**src/rtl/uart_tx_pkg.sv**
```systemverilog
package uart_tx_pkg;

  localparam int DATA_W  = 8;
  localparam int LEN_W   = 2;
  localparam int MIN_LEN = 5;
  localparam int FRAME_W = 1 + DATA_W + 1 + 2;
  localparam int CNT_W   = $clog2(FRAME_W + 1);

  typedef struct packed {
    logic [LEN_W-1:0] len;
    logic             par_en;
    logic             par_odd;
    logic             stop2;
  } fmt_t;

  // Full character image, bit 0 goes out first; unused tail stays high.
  function automatic logic [FRAME_W-1:0] build_frame(input logic [DATA_W-1:0] d,
                                                     input fmt_t f);
    logic [FRAME_W-1:0] img;
    logic               par;
    int                 nbits;
    img   = '1;
    img[0] = 1'b0;
    nbits = MIN_LEN + int'(f.len);
    par   = f.par_odd;
    for (int i = 0; i < DATA_W; i++) begin
      if (i < nbits) begin
        img[i+1] = d[i];
        par      = par ^ d[i];
      end
    end
    if (f.par_en) img[nbits+1] = par;
    return img;
  endfunction

  function automatic logic [CNT_W-1:0] frame_len(input fmt_t f);
    int n;
    n = 1 + MIN_LEN + int'(f.len) + int'(f.par_en) + 1 + int'(f.stop2);
    return CNT_W'(n);
  endfunction

endpackage

```
**src/rtl/uart_tx_hold.sv**
```systemverilog
module uart_tx_hold #(
  parameter int W = 8
) (
  input  logic         clk,
  input  logic         rst_n,
  input  logic         wr_valid,
  input  logic [W-1:0] wr_data,
  input  logic         permit,
  input  logic         take,
  output logic         wr_ready,
  output logic         full,
  output logic [W-1:0] data
);

  assign wr_ready = ~full & permit;

  always_ff @(posedge clk or negedge rst_n) begin
    if (!rst_n) begin
      full <= 1'b0;
      data <= '0;
    end else if (take) begin
      full <= 1'b0;
    end else if (wr_valid && wr_ready) begin
      full <= 1'b1;
      data <= wr_data;
    end
  end

  // an accepted byte is stored
  a_r2_accept_fills: assert property (@(posedge clk) disable iff (!rst_n)
    (wr_valid && wr_ready) |=> (full && data == $past(wr_data)));

  // a waiting byte stays put until the shifter takes it
  a_r9_hold_until_taken: assert property (@(posedge clk) disable iff (!rst_n)
    (full && !take) |=> (full && $stable(data)));

endmodule

```
**src/rtl/uart_tx_pacer.sv**
```systemverilog
module uart_tx_pacer #(
  parameter int DIV_W = 8
) (
  input  logic             clk,
  input  logic             rst_n,
  input  logic             restart,
  input  logic             run,
  input  logic [DIV_W-1:0] div,
  output logic             tick
);

  logic [DIV_W-1:0] cnt;

  assign tick = run & (cnt == div);

  always_ff @(posedge clk or negedge rst_n) begin
    if (!rst_n)       cnt <= '0;
    else if (restart) cnt <= '0;
    else if (run)     cnt <= tick ? '0 : cnt + 1'b1;
    else              cnt <= '0;
  end

  // with a factor above one, bit boundaries never come on adjacent cycles
  a_r7_no_double_tick: assert property (@(posedge clk) disable iff (!rst_n)
    (tick && !restart && div != '0) |=> !tick);

endmodule

```
**src/rtl/uart_tx_shifter.sv**
```systemverilog
module uart_tx_shifter
  import uart_tx_pkg::*;
#(
  parameter int DIV_W = 8
) (
  input  logic              clk,
  input  logic              rst_n,
  input  logic              tick,
  input  logic              permit,
  input  logic              buf_full,
  input  logic [DATA_W-1:0] buf_data,
  input  fmt_t              fmt,
  input  logic [DIV_W-1:0]  div,
  output logic              load,
  output logic              busy,
  output logic              txd,
  output logic [DIV_W-1:0]  div_q
);

  logic [FRAME_W-1:0] sh;
  logic [CNT_W-1:0]   left;
  logic               last;

  assign last = (left == CNT_W'(1));
  assign load = permit & buf_full & (~busy | (tick & last));
  assign txd  = sh[0];

  always_ff @(posedge clk or negedge rst_n) begin
    if (!rst_n) begin
      busy  <= 1'b0;
      sh    <= '1;
      left  <= '0;
      div_q <= '0;
    end else if (load) begin
      busy  <= 1'b1;
      sh    <= build_frame(buf_data, fmt);
      left  <= frame_len(fmt);
      div_q <= div;
    end else if (busy && tick) begin
      if (last) begin
        busy <= 1'b0;
        sh   <= '1;
        left <= '0;
      end else begin
        sh   <= {1'b1, sh[FRAME_W-1:1]};
        left <= left - 1'b1;
      end
    end
  end

  // between bit boundaries the line does not move
  a_r7_bit_held: assert property (@(posedge clk) disable iff (!rst_n)
    (busy && !tick) |=> $stable(txd));

  // every load opens with a low start bit
  a_r3_start_low: assert property (@(posedge clk) disable iff (!rst_n)
    load |=> (busy && !txd));

  // an idle shifter rests the line high
  a_r1_idle_high: assert property (@(posedge clk) disable iff (!rst_n)
    !busy |-> txd);

endmodule

```
**src/rtl/cts_uart_tx.sv**
```systemverilog
module cts_uart_tx
  import uart_tx_pkg::*;
#(
  parameter int DIV_W = 8
) (
  input  logic              clk,
  input  logic              rst_n,
  input  logic              wr_valid,
  output logic              wr_ready,
  input  logic [DATA_W-1:0] wr_data,
  input  logic [LEN_W-1:0]  cfg_len,
  input  logic              cfg_par_en,
  input  logic              cfg_par_odd,
  input  logic              cfg_stop2,
  input  logic [DIV_W-1:0]  cfg_div,
  input  logic              tx_en,
  input  logic              cts_n,
  output logic              txd,
  output logic              tx_empty
);

  logic              permit;
  logic              take;
  logic              buf_full;
  logic [DATA_W-1:0] buf_data;
  logic              busy;
  logic              tick;
  logic [DIV_W-1:0]  div_q;
  fmt_t              fmt;

  assign permit   = tx_en & ~cts_n;
  assign fmt      = '{len: cfg_len, par_en: cfg_par_en, par_odd: cfg_par_odd, stop2: cfg_stop2};
  assign tx_empty = ~busy;

  uart_tx_hold #(.W(DATA_W)) u_hold (
    .clk      (clk),
    .rst_n    (rst_n),
    .wr_valid (wr_valid),
    .wr_data  (wr_data),
    .permit   (permit),
    .take     (take),
    .wr_ready (wr_ready),
    .full     (buf_full),
    .data     (buf_data)
  );

  uart_tx_pacer #(.DIV_W(DIV_W)) u_pacer (
    .clk     (clk),
    .rst_n   (rst_n),
    .restart (take),
    .run     (busy),
    .div     (div_q),
    .tick    (tick)
  );

  uart_tx_shifter #(.DIV_W(DIV_W)) u_shift (
    .clk      (clk),
    .rst_n    (rst_n),
    .tick     (tick),
    .permit   (permit),
    .buf_full (buf_full),
    .buf_data (buf_data),
    .fmt      (fmt),
    .div      (cfg_div),
    .load     (take),
    .busy     (busy),
    .txd      (txd),
    .div_q    (div_q)
  );

  // a character only leaves idle under permission
  a_r9_start_needs_permit: assert property (@(posedge clk) disable iff (!rst_n)
    $fell(tx_empty) |-> $past(tx_en && !cts_n));

  // an empty shifter means a high line
  a_r10_empty_line_high: assert property (@(posedge clk) disable iff (!rst_n)
    tx_empty |-> txd);

endmodule

```
**config.mk**
```make
export PLATFORM = sky130hd
export DESIGN_NAME = cts_uart_tx
export DESIGN_NICKNAME = d
export VERILOG_FILES = /design/src/rtl/uart_tx_pkg.sv /design/src/rtl/uart_tx_hold.sv /design/src/rtl/uart_tx_pacer.sv /design/src/rtl/uart_tx_shifter.sv /design/src/rtl/cts_uart_tx.sv
export SDC_FILE = /design/constraint.sdc
export NUM_CORES = 1
export LEC_CHECK = 0
export BUFFER_PORTS_ARGS = -buffer_cell sky130_fd_sc_hd__buf_2
export CAP_MARGIN = 20
export CORE_ASPECT_RATIO = 0.75
export CORE_MARGIN = 2
export CORE_UTILIZATION = 58
export CTS_CLUSTER_DIAMETER = 80
export DETAILED_ROUTE_END_ITERATION = 10
export PLACE_DENSITY = 0.8
export SYNTH_ARGS = -nofsm -noshare
export SYNTH_HDL_FRONTEND = slang
export SYNTH_HIERARCHICAL = 1
export SYNTH_SLANG_ARGS = --single-unit
```
**constraint.sdc**
```tcl
create_clock -name clk -period 3.3 [get_ports clk]
set_clock_uncertainty 0.1 [all_clocks]
set_input_delay 0.165 -clock clk [delete_from_list [all_inputs] [get_ports clk]]
set_output_delay 0.165 -clock clk [all_outputs]
set_load 0.1 [all_outputs]
```
After elaboration in Yosys (flattened, before gate mapping) --
Cells that the tools add are included.
Word-level totals: logic and storage cells 104, register bits 42
Operators by class: reductions and logical operators 8, bitwise logic cells 19, $add $sub $neg 8, magnitude comparators 10, multiplexer cells 50, equal/unequal tests 2
Operators by type and width (number):
- $lt A4 B32 Y1 const A | 4
- $lt A3 B32 Y1 const A | 2
- $mux W1 | 38
- $mux W12 | 3
- $add A32 B2 Y32 const B | 1
- $ge A32 B1 Y1 const B | 1
- $lt A1 B32 Y1 const A | 1
- $lt A2 B32 Y1 const A | 1
- $lt A32 B6 Y1 const B | 1
- $mux W8 | 3
- $bwmux W12 | 1
- $mux W4 | 3
- $mux W11 | 1
- $add A3 B2 Y4 const A | 2
- $add A4 B2 Y4 | 2
- $add A8 B1 Y8 const B | 1
- $eq A8 B8 Y1 | 1
- $xor A1 B1 Y1 | 8
- $and A1 B1 Y1 | 6
- $reduce_bool A2 Y1 | 3
- $add A4 B2 Y4 const B | 1
- $demux W1 S4 | 1
- $eq A4 B1 Y1 const B | 1
- $not A1 Y1 | 4
- other kinds (4) | 7

Logic depth before layout (Yosys ltp) --
Gate-level depths: netlist of run 1.
depth after elaboration 30, mapped depth 11

Hierarchy --
The synthesis of run 1 kept the hierarchy.
Modules (own cells, without submodules):
- uart_tx_shifter | area each 1672.9 sq um, instances 1, cells each 192
- uart_tx_pacer | area each 528.0 sq um, instances 1, cells each 48
- uart_tx_hold | area each 385.4 sq um, instances 1, cells each 22
- cts_uart_tx | area each 17.5 sq um, instances 1, cells each 2

Worst setup path after synthesis of run 1 --
OpenSTA, ideal clock, no wires.
kind reg-to-reg, from reg u_pacer.cnt[0], to reg u_hold.data[0], cell stages (with the launch flop) 11, data arrival time 2438 ps, path slack 637 ps, setup time 125 ps, period minus slack after synthesis 2663 ps, path through dfrtp_1 xor2_1 nor4_4 and3_1 buf_2 a21oi_4 inv_4 buf_2 and4bb_1 buf_6 mux2_4
Between the ends: word-level cells in the longest chain between the ends 7
Ends and longest elaborated chain:
- start, declared | line uart_tx_pacer.sv:12 | logic [DIV_W-1:0] cnt;
- start signal, assigned | line uart_tx_pacer.sv:19 | else if (run) cnt <= tick ? '0 : cnt + 1'b1;
- $eq A8 B8 Y1 | line uart_tx_pacer.sv:14 | assign tick = run & (cnt == div);
- $and A1 B1 Y1 | line uart_tx_pacer.sv:14
- via tick | line cts_uart_tx.sv:27 | logic tick;
- $and A1 B1 Y1 | line uart_tx_shifter.sv:25 | assign load = permit & buf_full & (~busy | (tick & last));
- $or A1 B1 Y1 | line uart_tx_shifter.sv:25
- $and A1 B1 Y1 | line uart_tx_shifter.sv:25
- via take | line cts_uart_tx.sv:23 | logic take;
- $not A1 Y1 (no source line)
- $reduce_and A2 Y1 (no source line)
- end signal, assigned | line uart_tx_hold.sv:25 | data <= wr_data;
- end, declared | line uart_tx_hold.sv:12 | output logic [W-1:0] data
The timed path passes the listed nets, and every way through them passes these cells. A chain may end at the register's enable or synchronous reset.

Final worst setup path of run 1 --
from reg u_shift.left[0], to reg u_hold.data[6]
Between the ends: word-level cells in the longest chain between the ends 6
Ends and longest elaborated chain:
- start, declared | line uart_tx_shifter.sv:21 | logic [CNT_W-1:0] left;
- start signal, assigned | line uart_tx_shifter.sv:37 | left <= frame_len(fmt);
- start signal, assigned | line uart_tx_shifter.sv:46 | left <= left - 1'b1;
- $eq A4 B1 Y1 | line uart_tx_shifter.sv:24 | assign last = (left == CNT_W'(1));
- $and A1 B1 Y1 | line uart_tx_shifter.sv:25
- $or A1 B1 Y1 | line uart_tx_shifter.sv:25
- $and A1 B1 Y1 | line uart_tx_shifter.sv:25
- via take | line cts_uart_tx.sv:23
- $not A1 Y1 (no source line)
- $reduce_and A2 Y1 (no source line)
The timed path passes the listed nets, and every way through them passes these cells.

==> reports/results.tsv, run 1 <==
metric	value	unit
status	completed	
Root Driver	clkbuf_8	
Worst Tran Pin Value	935.2	ps
Worst Path Max Fanout	16	
Max Cap Viol	0	
fin. max-slew vios	0	
fin crit share	84.51	%
Fillers	342	
Die Ht	62.03	um
number of global-route vias before repair	1983	
worst flop-to-flop path endpoint	u_hold/data[6]	
GRT Util Overall	26.26	%
Worst EP required	3370	ps
Syn Std Cell Area	0.002604	mm2
RSZ-0062 raised after global routing	false	
setup TNS	0	ps
setup violators final	0	
R2R Path Start	u_shift/left[0]	
GRT Residual Overflow	0	
P_leak	1.422	nW
htree depth	2	
clk_lat worst skew	300	ps
fin cells	362	
fin crit period	2789	ps
Detailed Routing Iterations Pass 1	5	
crit path capture type	register	
reg2reg setup slack	510	ps
Seq/Total Area, Yosys	40.94	%
met1 Use GR	39.48	%
met2 usage	40.16	%
Reg area	0.001066	mm2
Hold Fails Final Rpt	0	
Routed WL	6.019	mm
number of vias per cell	5.873	
area grow syn2layout	15.38	%
grt peak-use layer	met2	
Async SR Flop Fraction	100.0	%
Main synth FF type	dfrtp_1	
Cells after Synth	264	
Routability Congestion	0.8651	
hold-critical path depth	2	
Rows	21	
startpoint types	register	
Rel. slew slack	37.65	%
global-route wire length before repair	9.887	mm
count of cell types in the netlist	60	
footprint of the multi-input gates	0.001418	mm2
Hold EP	u_hold/data[5]	
#FFs+latches synth	42	
I/O pin count	29	
number of diodes	0	
CORE AREA	0.004388	mm2
CTS tree	built	
clk buf depth	2	
fin nets	339	
layout cell share with drive strength beyond 1	24.92	%
placed wire-length estimate	4.247	mm
largest net degree at the start of global routing	43	
Post-synth EDFFs	0	
pwr dens	874.4	mW/mm2
First DRT Iteration DRCs	269	
routed len/inst	16.63	um
initial antenna violation count	0	
syn_area_per_cell	9.863	um2
crit path DAT	2860	ps
setup bufs post-CTS	0	
worst IR drop on VDD	558.1	uV
residual DRC count	0	
number of port buffers	28	
Fmax achieved	358.6	MHz
starting density of the core	59.34	%
hold_sp	wr_data[5]	
synthesized netlist net count	299	
Clock Pin Slew Worst Setup and Hold Paths	90	ps
Hold/Removal Path Class	in -> reg	
die area	0.005047	mm2
Post-Place Cells	343	
total clock sinks	42	
ANT nets after route	0	
cells on worst reg2reg path	7	
M3 GR Usage	4.913	%
CP Class	reg -> reg	
Die X	81.37	um
YS warnings	6	
CTS buffer count	5	
via count	2126	
==> logic make-up (layout without fill, tap and decap cells) <==
logic type,after synthesis,in the layout,share of synthesized area [%]
AO/OA/AOI/OAI,52,52,14.95
XOR/XNOR,20,20,7.593
buffers and inverters,24,65,4.613
flip-flops,42,42,40.94
adder cells (fa/ha/maj),9,9,4.613
AND/OR/NAND/NOR,109,109,22.68
multiplexers,8,8,4.613
==> critical path, stage by stage, from the launching register on <==
cell      delay (ps)
dfrtp_1          430
ha_1             240
or3b_1           420
nor2_8            60
a21oi_4          430
inv_4             40
and4bb_1         590
mux2_4           340
==> metal layers <==
metal | vias up | wire (um)
li1 | 1022 | -
met1 | 1024 | 3006
met2 | 72 | 2694
met3 | 8 | 281
met4 | 0 | 37
met5 | - | 0
==> how the worst max path moves through the flow <==
stage | from | slack, ps | depth (start not counted) | endpoint
final | u_shift/left[0] | 510 | 7 | u_hold/data[6]
after global routing | u_shift/left[0] | 320 | 7 | u_hold/data[4]
after CTS | u_shift/left[0] | 510 | 7 | u_hold/data[2]
after detailed placement | u_pacer/cnt[0] | 530 | 7 | u_hold/data[2]
after global placement | u_pacer/cnt[0] | 610 | 7 | u_hold/data[7]
after floorplan | u_pacer/cnt[0] | 640 | 10 | u_hold/data[0]
==> Yosys cell counts (2+ instances only) <==
master,n,share of area [%]
xnor2_2,2,1.2
a221o_1,2,0.77
ha_1,8,3.8
a211oi_1,5,1.4
a41oi_1,2,0.67
mux2_4,8,4.6
nand2b_1,2,0.48
clkbuf_1,3,0.43
nor4_4,2,1.6
nor4_1,5,1.2
o22ai_1,5,1.2
a221oi_1,2,0.67
a31oi_1,4,0.96
or3_1,4,0.96
dfstp_2,12,12
nand2_1,45,6.5
nand3_1,5,0.96
dfrtp_1,30,29
nand2_2,3,0.72
o21ai_0,11,2.1
xnor2_1,6,2.0
buf_2,4,0.77
nor3b_1,5,1.4
and2_1,2,0.48
a221oi_2,2,1.2
buf_6,3,1.3
nor2_1,18,2.6
inv_1,12,1.7
o21ai_1,2,0.38
a21oi_1,4,0.77
nor3_1,5,0.96
xor2_1,11,3.7
o32a_1,2,0.77
and3b_1,2,0.67
==> what timing repair did <==
item | 4_1_cts | 5_1_grt
hold endpoints to repair | 40 | 0
resized for setup | 0 | 0
setup endpoints to repair | 0 | 0
hold buffers | 11 | 0
==> area by class of cell <==
| type | count | area share (%) |
|---|---|---|
| Multi-Input combinational cell | 198 | 47.19 |
| Sequential cell | 42 | 35.49 |
| Timing Repair Buffer | 44 | 9.579 |
| Clock buffer | 6 | 2.416 |
| Tap cell | 57 | 2.374 |
| Inverter | 13 | 1.708 |
| Clock inverter | 2 | 1.249 |
==> sequential cells by signal (all words and copies together), names as in the netlist <==
| name | count |
|---|---|
| u_shift/left | 4 |
| u_shift/sh | 12 |
| u_pacer/cnt | 8 |
| u_shift/div_q | 8 |
| u_hold/full | 1 |
| u_shift/busy | 1 |
| u_hold/data | 8 |
==> layout by cell type, fill, tap and decap left out, drive strengths merged, types with 4 or more instances in the layout <==
cell / Yosys / final
nor4: 7 / 7
nor3b: 5 / 5
o22ai: 5 / 5
dfrtp: 30 / 30
dlygate4sd3: 0 / 11
inv: 13 / 13
nand3: 5 / 5
nor3: 5 / 5
dfstp: 12 / 12
a21oi: 5 / 5
mux2: 8 / 8
a211oi: 6 / 6
clkbuf: 3 / 6
nor2: 19 / 19
o21ai: 13 / 13
xnor2: 8 / 8
xor2: 12 / 12
ha: 8 / 8
or3: 4 / 4
a31oi: 4 / 4
a221oi: 4 / 4
nand2: 48 / 48
buf: 8 / 33
==> per-stage QoR <==
step | instance area, um2 | util, % | worst slack, ps | total power [mW] | hold slack (ps)
6_report | 3004 | 68.46 | 511.1 | 2.627 | 5.745
5_1_grt | 3004 | 68.46 | 324.7 | 2.797 | 4.263
4_1_cts | 3004 | 68.46 | 512.8 | 2.617 | 2.354
3_5_place_dp | 2784 | 63.44 | 534.6 | 2.188 | 246.5
3_3_place_gp | 2784 | 63.44 | 614.9 | 2.151 | 239.4
2_1_floorplan | 2604 | - | 637.0 | 1.909 | -230.6
==> power breakdown <==
| group | switching, mW | internal (mW) |
|---|---|---|
| logic | 0.679 | 0.541 |
| registers | 0.239 | 0.762 |
| clock network | 0.180 | 0.226 |
No activity file was read; power rests on OpenSTA's default activity.
==> inputs of run 2 (changes only) <==
- CORE_UTILIZATION: 58 -> 53
- PLACE_DENSITY: 0.8 -> 0.77
- clock period: 3.3 -> 2.5 ns (I/O delays scaled with it)
==> reports/results.tsv, run 2 (synthesis gave the netlist of run 1 again) <==
metric	value	unit	change
Rel. slew slack	39.35	%	was 37.65%
fin nets	356		was 339
initial antenna violation count	0		unchanged
Max Cap Viol	0		unchanged
I/O pin count	29		unchanged
total clock sinks	42		unchanged
number of port buffers	28		unchanged
CTS tree	built		unchanged
commonest cells after routing, fill and taps aside	45 x nand2_1, 30 x dfrtp_1, 28 x buf_2, 18 x nor2_1, 17 x dlygate4sd3_1		was 45 x nand2_1, 30 x dfrtp_1, 28 x buf_2, 18 x nor2_1
Fmax achieved	423.1	MHz	was 358.6 MHz
commonest non-fill, non-tap cell in the layout	nand2_1		unchanged
die area	0.005495	mm2	was 0.005047 mm2
Worst Path Max Fanout	16		unchanged
power after layout	3.504	mW	was 2.627 mW
post-route setup slack	136.3	ps	was 511.1 ps
setup violators final	0		unchanged
Hold/Removal Path Class	in -> reg		unchanged
Clock Pin Slew Worst Setup and Hold Paths	80	ps	was 90 ps
Fillers	366		was 342
Die X	84.94	um	was 81.37 um
GRT Util Overall	24.45	%	was 26.26%
fin util	65.51	%	was 68.46%
layout cell share with drive strength beyond 1	27.64	%	was 24.92%
hold slack final	15.16	ps	was 5.745 ps
starting density of the core	54.05	%	was 59.34%
largest net degree at the start of global routing	43		unchanged
Sw Ratio	42.31	%	was 41.82%
Biggest register	u_shift/sh		unchanged
Root Driver	clkbuf_8		unchanged
CP Class	reg -> reg		unchanged
fin cells	382		was 362
fin crit period	2364	ps	was 2789 ps
Detailed Routing Iterations Pass 1	5		unchanged
startpoint types	register		unchanged
htree depth	2		unchanged
pwr dens	1110	mW/mm2	was 874.4 mW/mm2
max FFs per register	12		unchanged
Reg area	0.001066	mm2	unchanged
GRT Residual Overflow	0		unchanged
P_leak	1.500	nW	was 1.422 nW
crit path capture type	register		unchanged
reg2reg setup slack	140	ps	was 510 ps
fin crit share	94.55	%	was 84.51%
combinational power share	50.6	%	was 46.4%
First DRT Iteration DRCs	254		was 269
placed wire-length estimate	4.489	mm	was 4.247 mm
number of diodes	0		unchanged
net switching power	1.482	mW	was 1.099 mW
setup bufs post-CTS	0		unchanged
area grow syn2layout	21.19	%	was 15.38%
status	completed		unchanged
number of global-route vias before repair	2161		was 1983
clk_lat worst skew	290	ps	was 300 ps
DP Worst Slack	187.2	ps	was 534.6 ps
residual DRC count	0		unchanged
RSZ-0062 raised after global routing	false		unchanged
Post-Place Cells	357		was 343
crit path DAT	2460	ps	was 2860 ps
CTS buffer count	5		unchanged
Int Pwr	2.021	mW	was 1.528 mW
CORE AREA	0.004817	mm2	was 0.004388 mm2
clk buf depth	2		unchanged
via count	2262		was 2126
Worst Tran Pin Value	909.8	ps	was 935.2 ps
Hold Fails Final Rpt	0		unchanged
ANT nets after route	0		unchanged
routed len/inst	16.48	um	was 16.63 um
number of vias per cell	5.921		was 5.873
global-route wire length before repair	10.61	mm	was 9.887 mm
Routability Congestion	0.8942		was 0.8651
footprint of the multi-input gates	0.001425	mm2	was 0.001418 mm2
Clock power frac	13.2	%	was 15.5%
fin. max-slew vios	0		unchanged
Sequential Power Share	36.2	%	was 38.1%
Routed WL	6.296	mm	was 6.019 mm
worst IR drop on VDD	801.0	uV	was 558.1 uV
Rows	22		was 21
Die Ht	64.70	um	was 62.03 um
Worst EP required	2600	ps	was 3370 ps
run 2: changes by cell type in the layout (fill, tap and decap cells not counted), sizes merged:
cell,before,now
buf,33,44
dlygate4sd3,11,17
bufinv,1,0
clkinv,0,1
run 2: through the flow:
| step | setup TNS [ps] | cell area [um2] |
|---|---|---|
| after floorplan | -34.51 | 2624 |
| after global placement | 0 | 2890 |
| after detailed placement | 0 | 2890 |
| after CTS | 0 | 3156 |
| after global routing | 0 | 3156 |
| final | 0 | 3156 |
run 2: path summary, 6_finish.rpt:
path	depth (start not counted)	endpoint	start
max reg2reg	8	u_pacer/cnt[4]	u_pacer/cnt[6]
min	2	u_shift/sh[8]	cfg_par_en
max in group asynchronous	2	u_shift/left[2]	rst_n
min in group asynchronous	2	u_shift/div_q[3]	rst_n
min reg2reg	2	u_shift/sh[6]	u_shift/sh[6]
max	8	u_pacer/cnt[4]	u_pacer/cnt[6]
run 2: worst max-delay path: stages, from the launching register on:
cell      delay (ps)
dfrtp_1          420
xor2_1           330
nor4_4            80
and3_1           280
a21oi_4          190
inv_4             40
buf_4            190
nand2b_1         320
a211oi_1         310
run 2: area by class of cell:
type                       instances  share of cell area [%]
multi-input combinational        198                   45.16
sequential                        42                   33.78
timing repair buffer              61                   14.04
clock buffer                       6                   2.617
tap                               60                   2.379
inverter                          13                   1.626
clock inverter                     2                  0.3965
run 2: routing by layer:
metal  global-route usage [%]  up-vias  share of wire (%)
met3                    3.949       18                8.1
li1                         -     1050                  -
met2                    38.09      117                 45
met1                    36.21     1077                 45
met4                    5.556        0                1.6
met5                        0        -                  0
run 2: repair_timing:
item	4_1_cts	5_1_grt
hold buffers	17	0
resized for setup	0	0
hold endpoints to repair	46	0
run 2: power groups by stage:
| stage | Sequential, mW | Clock (mW) | Combinational, mW |
|---|---|---|---|
| finish | 1.27 | 0.462 | 1.77 |
| global route | 1.31 | 0.492 | 1.90 |
| global placement | 1.27 | 0 | 1.69 |
| CTS | 1.27 | 0.464 | 1.74 |
| floorplan | 1.28 | 0 | 1.25 |
| detailed placement | 1.28 | 0 | 1.71 |
